### config.mk
export PLATFORM = sky130hd
export DESIGN_NAME = ffcmp_seq
export DESIGN_NICKNAME = d
export VERILOG_FILES = /design/src/rtl/ffcmp_pkg.sv /design/src/rtl/ffcmp_idx.sv /design/src/rtl/ffcmp_test.sv /design/src/rtl/ffcmp_ctl.sv /design/src/rtl/ffcmp_seq.sv
export SDC_FILE = /design/constraint.sdc
export NUM_CORES = 1
export LEC_CHECK = 0
export ABC_AREA = 1
export CORE_ASPECT_RATIO = 0.8
export CORE_UTILIZATION = 50
export CTS_BUF_LIST = sky130_fd_sc_hd__clkbuf_8
export CTS_CLUSTER_SIZE = 24
export DETAILED_ROUTE_END_ITERATION = 16
export PLACE_DENSITY = 0.81
export SLEW_MARGIN = 20
export SYNTH_ARGS = -nofsm -noshare
export SYNTH_HDL_FRONTEND = slang
export SYNTH_SLANG_ARGS = --single-unit
### constraint.sdc
create_clock -name clk -period 2 [get_ports clk]
set_input_delay 0.3 -clock clk [delete_from_list [all_inputs] [get_ports clk]]
set_output_delay 0.3 -clock clk [all_outputs]
set_load 0.02 [all_outputs]
### src/rtl/ffcmp_pkg.sv
package ffcmp_pkg;

    typedef struct packed {
        logic lt;
        logic gt;
        logic eq;
    } crf_t;

    typedef enum logic [1:0] {
        SEL_EQ   = 2'd0,
        SEL_GT   = 2'd1,
        SEL_LT   = 2'd2,
        SEL_ZERO = 2'd3
    } tsel_e;

    function automatic crf_t cmp_field(input int a, input int b);
        crf_t f;
        f.lt = (a < b);
        f.gt = (a > b);
        f.eq = (a == b);
        return f;
    endfunction

    function automatic logic pick_bit(input crf_t f, input logic [1:0] sel);
        case (tsel_e'(sel))
            SEL_EQ:  return f.eq;
            SEL_GT:  return f.gt;
            SEL_LT:  return f.lt;
            default: return 1'b0;
        endcase
    endfunction

endpackage

### src/rtl/ffcmp_idx.sv
module ffcmp_idx #(
    parameter int IW = 4,
    parameter int SW = 4
) (
    input  logic [IW-1:0] base,
    input  logic [SW-1:0] step,
    input  logic          is_vec,
    output logic [IW-1:0] idx
);
    assign idx = base + (is_vec ? IW'(step) : '0);
endmodule

### src/rtl/ffcmp_test.sv
module ffcmp_test
    import ffcmp_pkg::*;
#(
    parameter int DW = 8
) (
    input  logic [DW-1:0] elem,
    input  logic [DW-1:0] imm,
    input  logic [1:0]    sel,
    input  logic          sense,
    output crf_t          field,
    output logic          fail
);
    assign field = cmp_field(int'($signed(elem)), int'($signed(imm)));
    assign fail  = (pick_bit(field, sel) == sense);
endmodule

### src/rtl/ffcmp_ctl.sv
module ffcmp_ctl #(
    parameter int VW = 4
) (
    input  logic          clk,
    input  logic          rst,
    input  logic          accept,
    input  logic [VW-1:0] vl_req,
    input  logic          fail,
    input  logic          incl,
    output logic          busy,
    output logic          done,
    output logic [VW-1:0] step,
    output logic [VW-1:0] vl_out,
    output logic          we
);
    logic [VW-1:0] vl_q;
    logic          last;

    assign last = (step == vl_q - VW'(1));
    assign we   = busy && !(fail && !incl);

    always_ff @(posedge clk) begin
        if (rst) begin
            busy   <= 1'b0;
            done   <= 1'b0;
            step   <= '0;
            vl_q   <= '0;
            vl_out <= '0;
        end else begin
            done <= 1'b0;
            if (accept) begin
                step <= '0;
                vl_q <= vl_req;
                if (vl_req == '0) begin
                    done   <= 1'b1;
                    vl_out <= '0;
                end else begin
                    busy <= 1'b1;
                end
            end else if (busy) begin
                if (fail) begin
                    busy   <= 1'b0;
                    done   <= 1'b1;
                    vl_out <= incl ? step + VW'(1) : step;
                end else if (last) begin
                    busy   <= 1'b0;
                    done   <= 1'b1;
                    vl_out <= vl_q;
                end else begin
                    step <= step + VW'(1);
                end
            end
        end
    end
endmodule

### src/rtl/ffcmp_seq.sv
module ffcmp_seq
    import ffcmp_pkg::*;
#(
    parameter int AW = 4,
    parameter int CW = 4,
    parameter int DW = 8,
    parameter int VW = 4
) (
    input  logic          clk,
    input  logic          rst,
    input  logic          start,
    input  logic [AW-1:0] src_base,
    input  logic [CW-1:0] dst_base,
    input  logic          src_vec,
    input  logic          dst_vec,
    input  logic [DW-1:0] imm,
    input  logic [VW-1:0] vl,
    input  logic [1:0]    test_sel,
    input  logic          fail_sense,
    input  logic          incl,
    output logic [AW-1:0] rf_addr,
    input  logic [DW-1:0] rf_data,
    output logic          cr_we,
    output logic [CW-1:0] cr_addr,
    output logic [2:0]    cr_field,
    output logic          busy,
    output logic          done,
    output logic [VW-1:0] vl_out
);
    typedef struct packed {
        logic [AW-1:0] ra;
        logic [CW-1:0] ba;
        logic          sv;
        logic          dv;
        logic [DW-1:0] imm;
        logic [1:0]    sel;
        logic          sense;
        logic          incl;
    } cfg_t;

    cfg_t          cfg_q;
    logic          accept;
    logic          elem_fail;
    logic [VW-1:0] step;
    crf_t          field;

    assign accept = start && !busy;

    always_ff @(posedge clk) begin
        if (rst) begin
            cfg_q <= '0;
        end else if (accept) begin
            cfg_q <= '{ra: src_base, ba: dst_base, sv: src_vec, dv: dst_vec,
                       imm: imm, sel: test_sel, sense: fail_sense, incl: incl};
        end
    end

    ffcmp_idx #(.IW(AW), .SW(VW)) u_src (
        .base(cfg_q.ra), .step(step), .is_vec(cfg_q.sv), .idx(rf_addr)
    );

    ffcmp_idx #(.IW(CW), .SW(VW)) u_dst (
        .base(cfg_q.ba), .step(step), .is_vec(cfg_q.dv), .idx(cr_addr)
    );

    ffcmp_test #(.DW(DW)) u_test (
        .elem(rf_data), .imm(cfg_q.imm), .sel(cfg_q.sel), .sense(cfg_q.sense),
        .field(field), .fail(elem_fail)
    );

    ffcmp_ctl #(.VW(VW)) u_ctl (
        .clk(clk), .rst(rst), .accept(accept), .vl_req(vl),
        .fail(elem_fail), .incl(cfg_q.incl),
        .busy(busy), .done(done), .step(step), .vl_out(vl_out), .we(cr_we)
    );

    assign cr_field = field;
endmodule

==> results by group <==
Layout
  – Layout overhead on the synthesized area: 55.45%
  – Number of filler cells placed in the layout: approximately 270
  – Ratio of cells with drive above 1 in the final layout: around a third
  – # diodes: 0
  – Flip-flop and latch area: roughly 740 µm²
  – Multi-input gate area: roughly 0.0015 mm²
  – Nets@finish: 450

Critical path
  – Required time worst endpoint: 1.70 ns
  – Startpoint types: flip-flop
  – Data arrival time of the critical path: 2.12 ns
  – Critical path fanouts, max: 4
  – Classification of the worst setup path: flip-flop to output pin
  – Kind of capture point of the worst setup path: output pin

Logic synthesis
  – Net count after synthesis: 365
  – Area leader, netlist: sky130_fd_sc_hd__dfxtp_1
  – #FFs+latches synth: 36
  – Asr flop ratio synth: 0%
  – Yosys top cell area share: ~32%
  – Main area contributors after synthesis: sky130_fd_sc_hd__dfxtp_1 32%, sky130_fd_sc_hd__ha_1 9.0%, sky130_fd_sc_hd__inv_1 8.3%, sky130_fd_sc_hd__nand2_1 7.6%, sky130_fd_sc_hd__o21ai_0 6.5%
  – Post-Syn Area: about 0.0022 mm²
  – Number of cells produced by synthesis: 310
  – Count of flip-flops with a built-in enable after synthesis: 0
  – Number of library cell types mapped by synthesis: 31
  – Leading cell types by count after synthesis: 49 x sky130_fd_sc_hd__inv_1, 45 x sky130_fd_sc_hd__nand2_1, 36 x sky130_fd_sc_hd__dfxtp_1, 33 x sky130_fd_sc_hd__nor2_1, 29 x sky130_fd_sc_hd__o21ai_0
  – Yosys synthesis warning count: 0
  – Sequential-to-total area share from yosys stat: between 30% and 40%
  – Main synth FF type: sky130_fd_sc_hd__dfxtp_1
  – Mean area per synthesized cell: ~7.2 µm²
  – Count leader, synth: sky130_fd_sc_hd__inv_1

Floorplanning
  – Die extent in x: 76.62 µm
  – Die outline area: 0.004727 mm²
  – Initial standard-cell utilization of the core: 52.65%
  – Placement Rows: 21
  – Die height: ~62 µm
  – I/O pin count: 55
  – Placeable core area: roughly 0.0042 mm²

Pwr
  – Maximum VDD drop: between 0.0005 and 0.0006 V
  – Design Power: ~2.4 mW
  – Leakage power total: ~1.6 nW
  – Total power divided by cell area: roughly 700 mW/mm²

Clocking
  – Number of buffers created by CTS: 5
  – Clock tree from TritonCTS: built
  – CTS H-tree depth: 2
  – Clock Tree Root: sky130_fd_sc_hd__clkbuf_8
  – # clock sinks: 36
  – Insertion delay to the later sink of the worst-skew pair: roughly 0.29 ns
  – # hold bufs at CTS: 0
  – Clock transition time at the flip-flop clock pins of the worst setup and hold paths: about 0.08 ns
  – Longest Clk Path Bufs: 2

STA
  – Final period util: 121.1%
  – Endpoints failing hold: 0
  – Slew @ Worst Pin: 0.3076 ns
  – PnR worst setup slack: -0.4217 ns
  – Headroom to the max-slew limit: 79.42%
  – Setup repair after global routing missed its margin: yes
  – Total setup violations reported at the end of the flow: 13
  – Number of max-slew violations in the final report: 0
  – Highest attainable clock frequency: slightly above 400 MHz
  – Clock skew after layout: ~0.0083 ns
  – Time the worst path needs with I/O delays and setup: roughly 2.4 ns

Drt
  – Per-cell via count in the routed design: between 5 and 6
  – First-pass DRT Iterations: 4
  – Residual DRC: 0
  – Count of nets left with antenna violations after detail routing: 0
  – Total vias in the final route: roughly 2300
  – Final routed wire length divided by cell count: between 10 and 15 µm
  – Routed WL: between 6000 and 7000 µm
  – Initial drt markers: about 110

GRT
  – GR Overflow Total: 0
  – Pin count of the biggest net entering global routing: 34
  – Via count of the first global-routing pass: 2173
  – Antenna violations before repair: 0
  – Gr usage total: between 20 and 30%
  – Global-route wire length before repair: approximately 9000 µm

Run status
  – Violations in the final reports: negative setup slack
  – Result of the run: complete, but fails checks

Placed design
  – Half-perimeter wire length of the detailed placement result: just over 4000 µm
  – GP Congestion: about 0.84
  – Post-place setup slack: -0.9535 ns
  – Port-buffer cells: between 50 and 60

Run
  – Number of max-cap violations: 0

Worst hold path
  – Class of the tightest hold or removal check: flip-flop to flip-flop
cell usage in the layout, fill, tap and decap left out, drive strengths merged, types with 2 or more instances in the layout:
cell and n:
dlymetal6s2s 3, o21ai 31, buf 45, a21oi 24
xnor2 10, nand2 54, dfxtp 36, inv 53
nand4 6, fa 2, clkdlybuf4s50 36, nand3 19
xor2 3, ha 16, dlygate4sd2 5, nor2 40
clkbuf 7
what timing repair did:
item	CTS	global route
setup buffers	11	4
endpoints found under the setup margin	19	19
pin swaps	27	32
gates resized for setup	85	51
final cells by class:
cell class / instances / area share [%]
multi-input combinational: 209 / 43.40
timing repair buffer: 89 / 23.67
sequential: 36 / 21.32
inverter: 54 / 5.891
clock buffer: 7 / 2.783
tap: 57 / 2.060
clock inverter: 1 / 0.8674
flip-flops by register name, indices dropped and copies added, names as in the netlist:
signal	count
cfg_q	22
u_ctl.busy	1
u_ctl.done	1
u_ctl.step	4
u_ctl.vl_out	4
u_ctl.vl_q	4
worst max-delay path: stages (launching register included):
cell and delay, ns:
sky130_fd_sc_hd__dfxtp_2 0.33, sky130_fd_sc_hd__inv_2 0.07, sky130_fd_sc_hd__ha_4 0.20, sky130_fd_sc_hd__nand2_2 0.05
sky130_fd_sc_hd__nand2_1 0.05, sky130_fd_sc_hd__nand2_1 0.08, sky130_fd_sc_hd__nand2_1 0.07, sky130_fd_sc_hd__nand2_2 0.10
sky130_fd_sc_hd__nand2_2 0.08, sky130_fd_sc_hd__nand2_4 0.11, sky130_fd_sc_hd__nand4_1 0.19, sky130_fd_sc_hd__nand4_4 0.13
sky130_fd_sc_hd__nand2_4 0.06, sky130_fd_sc_hd__o21ai_2 0.12, sky130_fd_sc_hd__inv_1 0.06, sky130_fd_sc_hd__buf_6 0.12
metrics by stage:
| step | setup TNS, ns | hold WS, ns | instance area [µm²] | utilization [%] | instances |
|---|---|---|---|---|---|
| floorplan | 0 | 0.3724 | 2238 | - | 310 |
| global placement | -6.533 | 0.4642 | 3008 | 71.10 | 435 |
| detailed placement | -7.539 | 0.4895 | 3008 | 71.10 | 435 |
| CTS | -3.046 | 0.5007 | 3259 | 77.05 | 451 |
| global route | -3.987 | 0.5082 | 3462 | 81.84 | 453 |
| finish | -2.552 | 0.5034 | 3462 | 81.84 | 453 |
final timing paths:
path              cells after the start  slack, ns  startpoint         endpoint
setup / recovery                     15      -0.42    cfg_q[5]            cr_we
hold / removal                        2       0.50   cfg_q[10]        cfg_q[10]
setup reg to reg                     19      -0.28    cfg_q[5]  u_ctl.vl_out[0]
hold reg to reg                       2       0.50   cfg_q[10]        cfg_q[10]
per-layer routing:
layer / part of all wire, % / vias to the layer above / routed length [µm] / global-route usage [%]
met5: 0 / - / 0 / 0
met4: 1.5 / 0 / 95 / 9.341
met3: 4.9 / 12 / 315 / 4.088
met2: 49 / 82 / 3204 / 46.72
met1: 44 / 1101 / 2873 / 31.14
li1: - / 1150 / - / -
logic make-up (layout without fill, tap and decap cells):
kind of cell | count (synthesis) | count (layout) | synth area share (%)
compound gates | 56 | 56 | 12.87
xor+xnor | 13 | 13 | 5.112
fa+ha+maj | 18 | 18 | 10.79
simple gates | 122 | 122 | 27.86
buf+inv | 65 | 151 | 11.01
flops | 36 | 36 | 32.36
where the power goes:
group          total, mW  internal (mW)  switching [mW]  leakage [nW]
clock              0.706          0.440           0.266        0.0645
combinational      0.835          0.406           0.429          1.25
sequential         0.829          0.781          0.0481         0.302
total               2.37           1.63           0.743          1.61
Power figures use the tool's default switching activity.
